[src/rtl/ring_notify_pkg.sv]
package ring_notify_pkg;
  localparam int DW          = 32;
  localparam int EN_BASE     = 'h10;
  localparam int HOPCNT_ADDR = 'h20;
  localparam int CTRL_ADDR   = 'h21;
  localparam int RDCLR_BIT   = 2;
  localparam int HOPCNT_BITS = 11;

  function automatic int stat_words(input int hops);
    return (31 + 3 * hops) / 32;
  endfunction

  function automatic int en_words(input int hops);
    return (31 + 2 * hops) / 32;
  endfunction
endpackage

[src/rtl/ring_notify_status.sv]
module ring_notify_status import ring_notify_pkg::*; #(
  parameter int HOPS = 12,
  parameter int NSW  = 2,
  parameter int WIW  = 1
) (
  input  logic                clk,
  input  logic                rst,
  input  logic [HOPS-1:0]     ev_tx,
  input  logic [HOPS-1:0]     ev_rx,
  input  logic [HOPS-1:0]     ev_ovf,
  input  logic                rd_hit,
  input  logic                wr_hit,
  input  logic [WIW-1:0]      idx,
  input  logic [DW-1:0]       wdata,
  input  logic                rd_clear,
  output logic [NSW*DW-1:0]   stat_q,
  output logic [NSW*DW-1:0]   stat_n
);
  localparam int SBITS = NSW * DW;

  logic [SBITS-1:0] ev_vec;
  logic [SBITS-1:0] clr;

  always_comb begin
    ev_vec = '0;
    ev_vec[HOPS-1:0]        = ev_tx;
    ev_vec[2*HOPS-1:HOPS]   = ev_rx;
    ev_vec[3*HOPS-1:2*HOPS] = ev_ovf;
  end

  for (genvar w = 0; w < NSW; w++) begin : g_word
    logic sel;
    assign sel = (idx == WIW'(w));
    always_comb begin
      if (rd_hit && rd_clear && sel)
        clr[w*DW +: DW] = '1;
      else if (wr_hit && !rd_clear && sel)
        clr[w*DW +: DW] = wdata;
      else
        clr[w*DW +: DW] = '0;
    end
  end

  // clear first, then merge new events so a same-cycle event survives
  assign stat_n = (stat_q & ~clr) | ev_vec;

  always_ff @(posedge clk) begin
    if (rst) stat_q <= '0;
    else     stat_q <= stat_n;
  end
endmodule

[src/rtl/ring_notify_cfg.sv]
module ring_notify_cfg import ring_notify_pkg::*; #(
  parameter int HOPS = 12,
  parameter int NEW  = 1,
  parameter int EIW  = 1
) (
  input  logic                clk,
  input  logic                rst,
  input  logic                en_wr,
  input  logic [EIW-1:0]      en_idx,
  input  logic                ctl_wr,
  input  logic [DW-1:0]       wdata,
  output logic [NEW*DW-1:0]   en_q,
  output logic                rd_clear
);
  localparam int EBITS = NEW * DW;
  localparam logic [EBITS-1:0] EN_MASK = (EBITS'(1) << (2 * HOPS)) - EBITS'(1);

  always_ff @(posedge clk) begin
    if (rst) begin
      en_q     <= '0;
      rd_clear <= 1'b1;
    end else begin
      if (en_wr)
        en_q[en_idx*DW +: DW] <= wdata & EN_MASK[en_idx*DW +: DW];
      if (ctl_wr)
        rd_clear <= wdata[RDCLR_BIT];
    end
  end
endmodule

[src/rtl/ring_notify_arm.sv]
module ring_notify_arm #(
  parameter int NSW = 2,
  parameter int WIW = 1
) (
  input  logic           clk,
  input  logic           rst,
  input  logic           st_rd,
  input  logic [WIW-1:0] idx,
  input  logic           pend_n,
  output logic           armed,
  output logic           irq
);
  localparam logic [NSW-1:0] ALL = '1;

  logic [NSW-1:0] seen, hit, acc, seen_n;
  logic           done, start, armed_n;

  always_comb begin
    hit   = st_rd ? (NSW'(1) << idx) : '0;
    start = armed && irq && st_rd;
    if (start)       acc = hit;
    else if (!armed) acc = seen | hit;
    else             acc = '0;
    done = (acc == ALL);
    if (armed) armed_n = !(start && !done);
    else       armed_n = done;
    seen_n = (done || armed_n) ? '0 : acc;
  end

  always_ff @(posedge clk) begin
    if (rst) begin
      armed <= 1'b1;
      seen  <= '0;
      irq   <= 1'b0;
    end else begin
      armed <= armed_n;
      seen  <= seen_n;
      irq   <= armed_n && pend_n;
    end
  end
endmodule

[src/rtl/ring_notify.sv]
module ring_notify import ring_notify_pkg::*; #(
  parameter int HOPS   = 12,
  parameter int ADDR_W = 8
) (
  input  logic              clk,
  input  logic              rst,
  input  logic [HOPS-1:0]   ev_tx,
  input  logic [HOPS-1:0]   ev_rx,
  input  logic [HOPS-1:0]   ev_ovf,
  input  logic              rd_en,
  input  logic              wr_en,
  input  logic [ADDR_W-1:0] addr,
  input  logic [31:0]       wdata,
  output logic [31:0]       rdata,
  output logic              rvalid,
  output logic              irq
);
  localparam int NSW   = stat_words(HOPS);
  localparam int NEW   = en_words(HOPS);
  localparam int SBITS = NSW * DW;
  localparam int EBITS = NEW * DW;
  localparam int WIW   = (NSW > 1) ? $clog2(NSW) : 1;
  localparam int EIW   = (NEW > 1) ? $clog2(NEW) : 1;

  logic             st_sel, en_sel, hop_sel, ctl_sel, wr_ok;
  logic [WIW-1:0]   st_idx;
  logic [EIW-1:0]   en_idx;
  logic [SBITS-1:0] stat_q_w, stat_n_w, enx;
  logic [EBITS-1:0] en_q_w;
  logic             rd_clear_w, pend_n, armed_w;
  logic [DW-1:0]    rd_word;

  assign st_sel  = addr < ADDR_W'(NSW);
  assign en_sel  = (addr >= ADDR_W'(EN_BASE)) && (addr < ADDR_W'(EN_BASE + NEW));
  assign hop_sel = addr == ADDR_W'(HOPCNT_ADDR);
  assign ctl_sel = addr == ADDR_W'(CTRL_ADDR);
  assign st_idx  = WIW'(addr);
  assign en_idx  = EIW'(addr - ADDR_W'(EN_BASE));
  assign wr_ok   = wr_en && !rd_en;

  ring_notify_status #(.HOPS(HOPS), .NSW(NSW), .WIW(WIW)) u_status (
    .clk(clk), .rst(rst),
    .ev_tx(ev_tx), .ev_rx(ev_rx), .ev_ovf(ev_ovf),
    .rd_hit(rd_en && st_sel), .wr_hit(wr_ok && st_sel),
    .idx(st_idx), .wdata(wdata), .rd_clear(rd_clear_w),
    .stat_q(stat_q_w), .stat_n(stat_n_w)
  );

  ring_notify_cfg #(.HOPS(HOPS), .NEW(NEW), .EIW(EIW)) u_cfg (
    .clk(clk), .rst(rst),
    .en_wr(wr_ok && en_sel), .en_idx(en_idx),
    .ctl_wr(wr_ok && ctl_sel), .wdata(wdata),
    .en_q(en_q_w), .rd_clear(rd_clear_w)
  );

  // spread the enables over the status layout; overflow follows receive
  always_comb begin
    enx = '0;
    for (int h = 0; h < HOPS; h++) begin
      enx[h]          = en_q_w[HOPS + h];
      enx[HOPS + h]   = en_q_w[h];
      enx[2*HOPS + h] = en_q_w[h];
    end
  end

  assign pend_n = |(stat_n_w & enx);

  ring_notify_arm #(.NSW(NSW), .WIW(WIW)) u_arm (
    .clk(clk), .rst(rst),
    .st_rd(rd_en && st_sel), .idx(st_idx),
    .pend_n(pend_n), .armed(armed_w), .irq(irq)
  );

  always_comb begin
    if (st_sel)       rd_word = stat_q_w[st_idx*DW +: DW];
    else if (en_sel)  rd_word = en_q_w[en_idx*DW +: DW];
    else if (hop_sel) rd_word = DW'(HOPS) & ((DW'(1) << HOPCNT_BITS) - DW'(1));
    else if (ctl_sel) rd_word = DW'(rd_clear_w) << RDCLR_BIT;
    else              rd_word = '0;
  end

  always_ff @(posedge clk) begin
    if (rst) begin
      rdata  <= '0;
      rvalid <= 1'b0;
    end else begin
      rvalid <= rd_en;
      if (rd_en) rdata <= rd_word;
    end
  end
endmodule

[config.mk]
export PLATFORM = sky130hd
export DESIGN_NAME = ring_notify
export DESIGN_NICKNAME = d
export VERILOG_FILES = /design/src/rtl/ring_notify_pkg.sv /design/src/rtl/ring_notify_status.sv /design/src/rtl/ring_notify_cfg.sv /design/src/rtl/ring_notify_arm.sv /design/src/rtl/ring_notify.sv
export SDC_FILE = /design/constraint.sdc
export NUM_CORES = 1
export LEC_CHECK = 0
export BUFFER_PORTS_ARGS = -buffer_cell sky130_fd_sc_hd__buf_4
export CORE_MARGIN = 10
export CORE_UTILIZATION = 50
export CTS_CLUSTER_DIAMETER = 30
export DETAILED_ROUTE_END_ITERATION = 6
export GPL_TIMING_DRIVEN = 0
export HOLD_SLACK_MARGIN = 0.05
export PLACE_DENSITY = 0.72
export SYNTH_ARGS = -nofsm -noshare
export SYNTH_HDL_FRONTEND = slang
export SYNTH_HIERARCHICAL = 1
export SYNTH_SLANG_ARGS = --single-unit
[constraint.sdc]
create_clock -name clk -period 6.7 [get_ports clk]
set_input_delay 1.34 -clock clk [delete_from_list [all_inputs] [get_ports clk]]
set_output_delay 1.34 -clock clk [all_outputs]
set_load 0.01 [all_outputs]
## Yosys cells after proc, flatten, opt, wreduce, memory -nomap -nowiden

Cells that the tools add are included.

| word-level totals | value |
|---|---|
| flip-flop bits (word level) | 134 |
| latch bits | 0 |
| memory bits (writable) | 0 |
| memory bits (read-only) | 0 |
| input bits | 80 |
| output and inout bits | 34 |
| logic and storage cells | 65 |
| memories | 0 |

| cells by class | value |
|---|---|
| add/sub/neg operators | 2 |
| $mul | 0 |
| divide/modulo/power cells | 0 |
| $lt $le $gt $ge | 3 |
| eq/ne operators | 3 |
| shift operators | 6 |
| mux-type cells | 13 |
| bitwise gates (word level) | 7 |
| reductions and logical operators | 23 |

Operators with widths:

| cell | count |
|---|---|
| 32-bit 2-to-1 mux | 6 |
| 64-bit by 36-bit AND with 64-bit output | 1 |
| 64-bit AND | 1 |
| 64-bit NOT | 1 |
| 64-bit by 36-bit OR with 64-bit output | 1 |
| 64-bit OR reduction | 1 |
| 64-bit by 7-bit indexed part select with 32-bit output | 1 |
| 6-bit negation with 34-bit output | 1 |
| 32-bit by 34-bit variable shift with 32-bit output (first input constant) | 1 |
| 32-bit by 34-bit indexed part select with 32-bit output | 1 |
| 32-bit AND | 1 |
| 32-bit bitwise mux | 1 |
| 32-bit by 7-bit indexed part select with 32-bit output | 1 |
| 32-bit by 7-bit indexed part select with 32-bit output (first input constant) | 1 |
| 8-bit by 6-bit == test with 1-bit output (second input constant) | 2 |
| 1-bit logical AND | 16 |
| 8-bit by 5-bit greater-or-equal comparator with 1-bit output (second input constant) | 1 |
| 8-bit by 2-bit < comparator with 1-bit output (second input constant) | 1 |
| 8-bit by 5-bit < comparator with 1-bit output (second input constant) | 1 |
| 2-bit 2-to-1 mux | 3 |
| 1-bit logical NOT | 4 |
| 4-bit 2-to-1 mux | 1 |
| 3-bit 2-to-1 mux | 1 |
| 2-bit == test (second input constant) | 1 |
| 7 further kinds | 7 |

## Logic depth before layout (Yosys ltp)

Gate-level depths: netlist of the first run.

| depth | value |
|---|---|
| depth after elaboration | 13 |
| gate-level depth with buffers | 13 |
| mapped depth without buffers | 10 |

## Modules after synthesis

Netlist of the first run, hierarchy kept.

By module, submodules not included:

| module | times used | cells each | area each (sq um) | seq. area each (sq um) |
|---|---|---|---|---|
| ring_notify_status | 1 | 367 | 3,573.4 | 1,281.2 |
| ring_notify | 1 | 224 | 2,309.7 | 660.6 |
| ring_notify_cfg | 1 | 120 | 1,266.2 | 500.5 |
| ring_notify_arm | 1 | 17 | 172.7 | 80.1 |

## Worst setup path after synthesis of the first run

Ideal clock, no wire load.

| path | value |
|---|---|
| path kind | input port to flip-flop |
| from | in addr[5] |
| to | reg u_arm.irq |
| setup time | 0.123 ns |
| data arrival time | 4.321 ns |
| slack | 2.256 ns |
| cell stages on the path | 13 |
| buffers on the path | 3 |
| cells stage by stage | or4_4 -> nor2_2 -> buf_4 -> and2_1 -> clkbuf_1 -> clkbuf_1 -> and4bb_2 -> a211oi_1 -> a22o_1 -> a221oi_1 -> nand4_1 -> or4_1 -> nor3b_1 |

| on the way | value |
|---|---|
| longest elaborated chain between the ends | 12 |
| elaborated cells on any way between the ends | 29 |
| classes of those cells | order compare: 1; eq/ne: 1; mux: 8; bitwise: 5; reduce/logical: 14 |

RTL lines:

| what | RTL line | RTL |
|---|---|---|
| start: declaration | ring_notify.sv:12 | `input logic [ADDR_W-1:0] addr,` |
| 8-bit by 2-bit < comparator with 1-bit output (*) | ring_notify.sv:33 | `assign st_sel = addr < ADDR_W'(NSW);` |
| 1-bit logical AND | ring_notify.sv:44 | `.rd_hit(rd_en && st_sel), .wr_hit(wr_ok && st_sel),` |
| 1-bit logical AND (2 in series) | ring_notify_status.sv:37 | `else if (wr_hit && !rd_clear && sel)` |
| 32-bit 2-to-1 mux | ring_notify_status.sv:37 |  |
| 32-bit 2-to-1 mux (*) | ring_notify_status.sv:35 | `if (rd_hit && rd_clear && sel)` |
| 64-bit NOT (*) | ring_notify_status.sv:45 | `assign stat_n = (stat_q & ~clr) \| ev_vec;` |
| 64-bit AND (*) | ring_notify_status.sv:45 |  |
| 64-bit by 36-bit OR with 64-bit output (*) | ring_notify_status.sv:45 |  |
| net stat_n_w[12] | ring_notify.sv:28 | `logic [SBITS-1:0] stat_q_w, stat_n_w, enx;` |
| 64-bit by 36-bit AND with 64-bit output (*) | ring_notify.sv:66 | `assign pend_n = \|(stat_n_w & enx);` |
| 64-bit OR reduction (*) | ring_notify.sv:66 |  |
| net pend_n | ring_notify.sv:30 | `logic rd_clear_w, pend_n, armed_w;` |
| 1-bit logical AND (*) | ring_notify_arm.sv:38 | `irq <= armed_n && pend_n;` |
| end signal: assignment | ring_notify_arm.sv:38 |  |
| end: declaration | ring_notify_arm.sv:11 | `output logic irq` |

Mark *: on every way through the listed nets, which the timed path passes. The rest lies on a longest branch.
A chain may end at the register's enable or synchronous reset.

## Worst setup path after layout of the first run

Same ends and word-level chain as after synthesis.

==> results of run 1 <==
-- final cells by class --
cell class              count  area (sq um)  area share, %
multi-input cells         476          4070           46.4
flip-flops and latches    126          2520           28.8
repair buffers            112           841           9.59
clock buffers              26           519           5.92
plain buffers              69           403           4.59
well taps                 180           225           2.57
inverters                  30           113           1.28
clock inverters             5          77.6          0.885
-- worst max-delay path: stages --
cell	delay, ps
buf_4	130
or4_4	550
nor2_2	330
buf_4	290
and2_1	310
clkbuf_1	400
clkbuf_1	380
nor4bb_1	370
a211oi_1	150
a22o_1	210
a221oi_1	200
nand4_1	130
or4_1	570
nor3b_1	160
-- flip-flops by register name (all words and copies together), names as in the netlist --
signal	flops
u_status/stat_q	64
u_arm/irq	1
u_arm/seen	2
rdata	32
rvalid	1
u_cfg/en_q	24
u_cfg/rd_clear	1
u_arm/armed	1
-- routing by layer --
metal	up-vias	GRT usage, %
li1	2925	-
met1	3035	28.9
met4	0	6.81
met2	248	37.4
met3	30	5.38
met5	-	0
-- power groups by stage --
stage / logic [mW] / clock network (mW) / registers, mW
2_1_floorplan: 0.119 / 0 / 0.806
3_5_place_dp: 0.228 / 0 / 0.805
6_report: 0.231 / 0.927 / 0.789
4_1_cts: 0.229 / 0.943 / 0.789
3_3_place_gp: 0.223 / 0 / 0.803
5_1_grt: 0.246 / 0.975 / 0.792
-- through the flow --
step	utilization (%)	cell area, sq um
2_1_floorplan	-	7110
3_3_place_gp	58.9	8170
3_5_place_dp	58.9	8170
4_1_cts	63.2	8770
5_1_grt	63.2	8770
6_report	63.2	8770
-- how the worst max path moves through the flow --
stage | start | endpoint | cells after the start
after floorplan | addr[5] | u_arm/irq$_SDFF_PP0_ | 13
after global placement | addr[5] | u_arm/irq$_SDFF_PP0_ | 14
after detailed placement | addr[5] | u_arm/irq$_SDFF_PP0_ | 14
after CTS | addr[5] | u_arm/irq$_SDFF_PP0_ | 14
after global routing | addr[5] | u_arm/irq$_SDFF_PP0_ | 14
final | addr[5] | u_arm/irq$_SDFF_PP0_ | 14
-- cell usage in the layout (no fill, tap or decap), types with 20 or more instances in the layout --
cell         n
nor2_1      68
a22oi_2     29
dfxtp_1    126
o21ai_2     20
clkbuf_1    28
inv_1       30
mux2_2      31
buf_4      126
nor2b_1     39
a211oi_1    64
nand4bb_1   24
nand2b_1    27
a2111oi_2   20
a211oi_2    30
==> results by group, run 1 <==
Yosys
  – Mapped cell area: approximately 7100 sq um
  – Avg Inst Size Synth: 10.2 sq um
  – Cell count after synthesis: 694
  – Yosys warns: 6

Timing
  – Fmax: 192 MHz
  – Post-layout min period: 5210 ps
  – Final setup fails: 0
  – Setup tns final: 0 ps
  – Layout Skew: 13.3 ps
  – RSZ-0062 raised after global routing: no
  – Worst slew margin: 40.9%
  – Setup WS post-layout: 1490 ps
  – Hold WS: 426 ps
  – Least-Margin Pin Slew: about 890 ps
  – Fin crit share: 77.8%
  – Fin. max-slew vios: 0
  – Final-report hold violation count: 0

Clocking
  – # hold bufs at CTS: 0
  – CTS Sinks: ~130
  – TritonCTS buffer count: 17
  – Clock Latency Late Sink: ~420 ps
  – CTS tree: built
  – CTS root buf: clkbuf_16
  – Clock-pin slew on the worst setup and hold paths: approximately 50 ps
  – Clock Tree Buf Depth: 2
  – H-tree depth: 4
  – Post-CTS sizing: 0
  – Post-CTS setup buffers: 0

Floorplan
  – Die Width: 139 um
  – Initial Utilization: 51.0%
  – Die area: 19300 sq um
  – Placement Rows: 43
  – Area of the core: 13900 sq um
  – Die height: around 140 um
  – # IOs: 114

Global routing
  – Largest net degree at the start of global routing: 17
  – Vias in the first global route: 6354
  – Initial antenna violation count: 0
  – Grt total ovfl: 0
  – First-pass GRT wire length: 35.4 mm
  – Tot GR Track Use: 22.8%

Layout
  – Layout fillers: about 1200
  – Ant diodes: 0
  – Share of cells above drive strength 1: 39.6%
  – Non-Filler Instances: ~1000
  – Area Growth Syn to Fin: 23.9%
  – Final nets: 912

Worst hold path
  – Hold Path Depth: 2
  – Worst Hold Class: register to register
  – Endpoint, Worst Hold: u_status/stat_q[58]$_SDFF_PP0_
  – Hold wc startpoint: u_status/stat_q[58]$_SDFF_PP0_

Place
  – Routability cong.: 0.947
  – Buffers on Ports: roughly 110
  – Setup WS pre-CTS: 1130 ps
  – Dpl cells: 993
  – Dpl hpwl: 17.4 mm

Detailed routing
  – Drt total wl: between 20 and 25 mm
  – Met3 wire len: ~1.5 mm
  – DR WL/cell: 22.3 um
  – Detailed Routing Iterations Pass 1: 5
  – Antenna viol nets, final: 0
  – Met2 wire len: 11.0 mm
  – Initial DRC count: 483
  – Met1 WL: 10.0 mm
  – Vias per cell: 6.09
  – Highest metal used: met4
  – Via count: 6238
  – Post-route DRC: 0

Setup path
  – Crit path max fanout: 10
  – Worst Setup Start Kind: input port
  – Reg2Reg Depth: 8
  – Crit Reg-Reg Startpoint: u_cfg/rd_clear$_SDFFE_PP1P_
  – Flop-to-flop setup slack: 3500 ps
  – Worst flop-to-flop path endpoint: u_arm/irq$_SDFF_PP0_
  – WP data arrival: 5520 ps
  – Crit Path Class: input port to register
  – Worst EP required: around 7000 ps
  – Crit. End Element: register

Power and ir drop
  – Logic pwr share: 11.9%
  – Tot Pwr: 1.95 mW
  – Power Dens Cells: 222 nW/um^2
  – Clock power frac: 47.6%
  – Sw frac: 23.8%
  – Int Power: 1.48 mW
  – Switch Pwr: approximately 0.46 mW
  – Leakage: 3.19 nW
  – Seq pwr share: 40.5%
  – Peak supply drop: roughly 0.16 mV

Status
  – Outcome: complete, no violations

Flow run
  – Max-cap violations: 0
Power figures use the tool's default switching activity.
==> inputs of run 2 (changes only) <==
clock period = 5 ns   (was 6.7 ns; I/O delays follow)
==> results by group, run 2 (synthesized netlist as in run 1, its figures left out) <==
Timing
  – Fin. max-slew vios: 0 (unchanged)
  – RSZ-0062 raised after global routing: no
  – Least-Margin Pin Slew: 886 ps (-0.575 ps)
  – Final-report hold violation count: 0 (unchanged)
  – Layout Skew: 12.4 ps (-0.918 ps)
  – Fmax: 211 MHz
  – Worst slew margin: 41.0% (about the same)
  – Fin crit share: between 90% and 100%
  – Final setup fails: 0 (unchanged)
  – Post-layout min period: 4730 ps

Power and ir drop
  – Sw frac: 23.7% (-0.049 points)
  – Leakage: 3.20 nW (+0.11%)
  – Clock power frac: 47.6% (about the same)
  – Peak supply drop: 0.219 mV (+33%)
  – Switch Pwr: 0.619 mW (+34%)
  – Logic pwr share: 11.9% (about the same)
  – Seq pwr share: 40.5% (about the same)
  – Power Dens Cells: 297 nW/um^2 (+34%)
  – Int Power: 1.99 mW (+34%)
  – Tot Pwr: 2.61 mW (+34%)

Global routing
  – Tot GR Track Use: 22.8% (unchanged)
  – Vias in the first global route: 6354 (unchanged)
  – Largest net degree at the start of global routing: 17 (unchanged)
  – Grt total ovfl: 0 (unchanged)
  – First-pass GRT wire length: 35.4 mm (unchanged)
  – Initial antenna violation count: 0 (unchanged)

Layout
  – Most frequent cells in the layout: buf_4 (126), dfxtp_1 (126), nor2_1 (68)
  – Area Growth Syn to Fin: 23.9% (about the same)
  – Max reg flops: 64 (unchanged)
  – Non-Filler Instances: 1024 (unchanged)
  – Share of cells above drive strength 1: 39.7% (+0.12 points)
  – Layout fillers: 1169 (-0.085%)
  – Ant diodes: 0 (unchanged)
  – Top Registers: u_status/stat_q x64, rdata x32, u_cfg/en_q x24
  – Largest Register: u_status/stat_q
  – Final nets: 912 (unchanged)

Setup path
  – Crit path max fanout: 10 (unchanged)
  – Flop-to-flop setup slack: 1820 ps (-1680 ps)
  – Worst Setup Start Kind: input port
  – Worst flop-to-flop path endpoint: u_arm/irq$_SDFF_PP0_
  – Crit Reg-Reg Startpoint: u_cfg/rd_clear$_SDFFE_PP1P_
  – Worst EP required: 5310 ps (-1700 ps)
  – Crit Path Class: input port to register
  – Reg2Reg Depth: 8 (unchanged)
  – WP data arrival: 5040 ps (-480 ps)
  – Crit. End Element: register

Place
  – Dpl cells: 993 (unchanged)
  – Routability cong.: 0.947 (unchanged)
  – Buffers on Ports: 112 (unchanged)
  – Dpl hpwl: 17.4 mm (unchanged)

Flow run
  – Max-cap violations: 0 (unchanged)

Floorplan
  – # IOs: 114 (unchanged)
  – Die height: 139 um (unchanged)
  – Placement Rows: 43 (unchanged)
  – Die area: 19300 sq um (unchanged)
  – Initial Utilization: 51.0% (unchanged)
  – Area of the core: 13900 sq um (unchanged)
  – Die Width: 139 um (unchanged)

Clocking
  – Post-CTS setup buffers: 0 (unchanged)
  – # hold bufs at CTS: 0 (unchanged)
  – H-tree depth: 4 (unchanged)
  – Clock-pin slew on the worst setup and hold paths: 50 ps (about the same)
  – TritonCTS buffer count: 17 (unchanged)
  – CTS root buf: clkbuf_16
  – CTS tree: built
  – Clock Tree Buf Depth: 2 (unchanged)
  – CTS Sinks: 126 (unchanged)
  – Clock Latency Late Sink: 420 ps (about the same)

Detailed routing
  – Post-route DRC: 0 (unchanged)
  – Detailed Routing Iterations Pass 1: 7 (+2)
  – Vias per cell: 6.12 (+0.48%)
  – Initial DRC count: 518 (+7.2%)
  – Antenna viol nets, final: 0 (unchanged)
  – Via count: 6268 (+0.48%)
  – DR WL/cell: 22.3 um (+0.17%)
  – Drt total wl: 22.9 mm (+0.17%)

Worst hold path
  – Endpoint, Worst Hold: u_status/stat_q[58]$_SDFF_PP0_
  – Hold wc startpoint: u_status/stat_q[58]$_SDFF_PP0_
  – Hold Path Depth: 2 (unchanged)
  – Worst Hold Class: register to register

Status
  – Outcome: complete, no violations
[run 2: area by class of cell]
class,count,area [sq um],share of cell area (%)
repair buffers,112,841,9.59
clock buffers,26,519,5.92
well taps,180,225,2.57
clock inverters,5,77.6,0.884
flip-flops and latches,126,2520,28.8
multi-input cells,476,4070,46.4
plain buffers,69,404,4.61
inverters,30,113,1.28
[run 2: how the worst max path moves through the flow]
| stage | from | end | slack [ps] |
|---|---|---|---|
| 5_1_grt | addr[5] | u_arm/irq$_SDFF_PP0_ | 80 |
| 6_report | addr[5] | u_arm/irq$_SDFF_PP0_ | 270 |
| 3_5_place_dp | addr[5] | u_arm/irq$_SDFF_PP0_ | -230 |
| 2_1_floorplan | addr[5] | u_arm/irq$_SDFF_PP0_ | 910 |
| 4_1_cts | addr[5] | u_arm/irq$_SDFF_PP0_ | 210 |
| 3_3_place_gp | addr[5] | u_arm/irq$_SDFF_PP0_ | -150 |
[run 2: power groups by stage]
stage	Combinational (mW)	Clock, mW	Sequential [mW]
2_1_floorplan	0.160	0	1.08
3_3_place_gp	0.298	0	1.08
3_5_place_dp	0.305	0	1.08
4_1_cts	0.307	1.26	1.06
5_1_grt	0.330	1.31	1.06
6_report	0.310	1.24	1.06
[run 2: metrics by stage]
step / util [%] / setup slack, ps / setup TNS (ps) / hold WS, ps / cell area [sq um]
floorplan: - / 911 / 0 / 406 / 7110
global placement: 58.9 / -148 / -148 / 413 / 8170
detailed placement: 58.9 / -225 / -225 / 419 / 8170
CTS: 63.2 / 212 / 0 / 427 / 8770
global route: 63.2 / 84.5 / 0 / 439 / 8770
finish: 63.2 / 271 / 0 / 426 / 8770
[run 2: critical path, stage by stage]
cell and delay [ps]:
buf_4 130, or4_4 550, nor2_2 330, buf_4 290, and2_1 300, clkbuf_2 280, clkbuf_1 370, nor4bb_1 360
a211oi_1 150, a22o_1 200, a221oi_1 200, nand4_1 130, or4_1 560, nor3b_1 160
[run 2: metal layers]
metal / global-route usage, % / share of wire (%)
met1: 28.9 / 44
met5: 0 / 0
met3: 5.38 / 6.1
met4: 6.81 / 1.6
met2: 37.4 / 48
[run 2: repair_timing]
| item | CTS | global route |
|---|---|---|
| endpoints found under the setup margin | 0 | 1 |
| resized for setup | 0 | 2 |
| endpoints found under the hold margin | 0 | 0 |
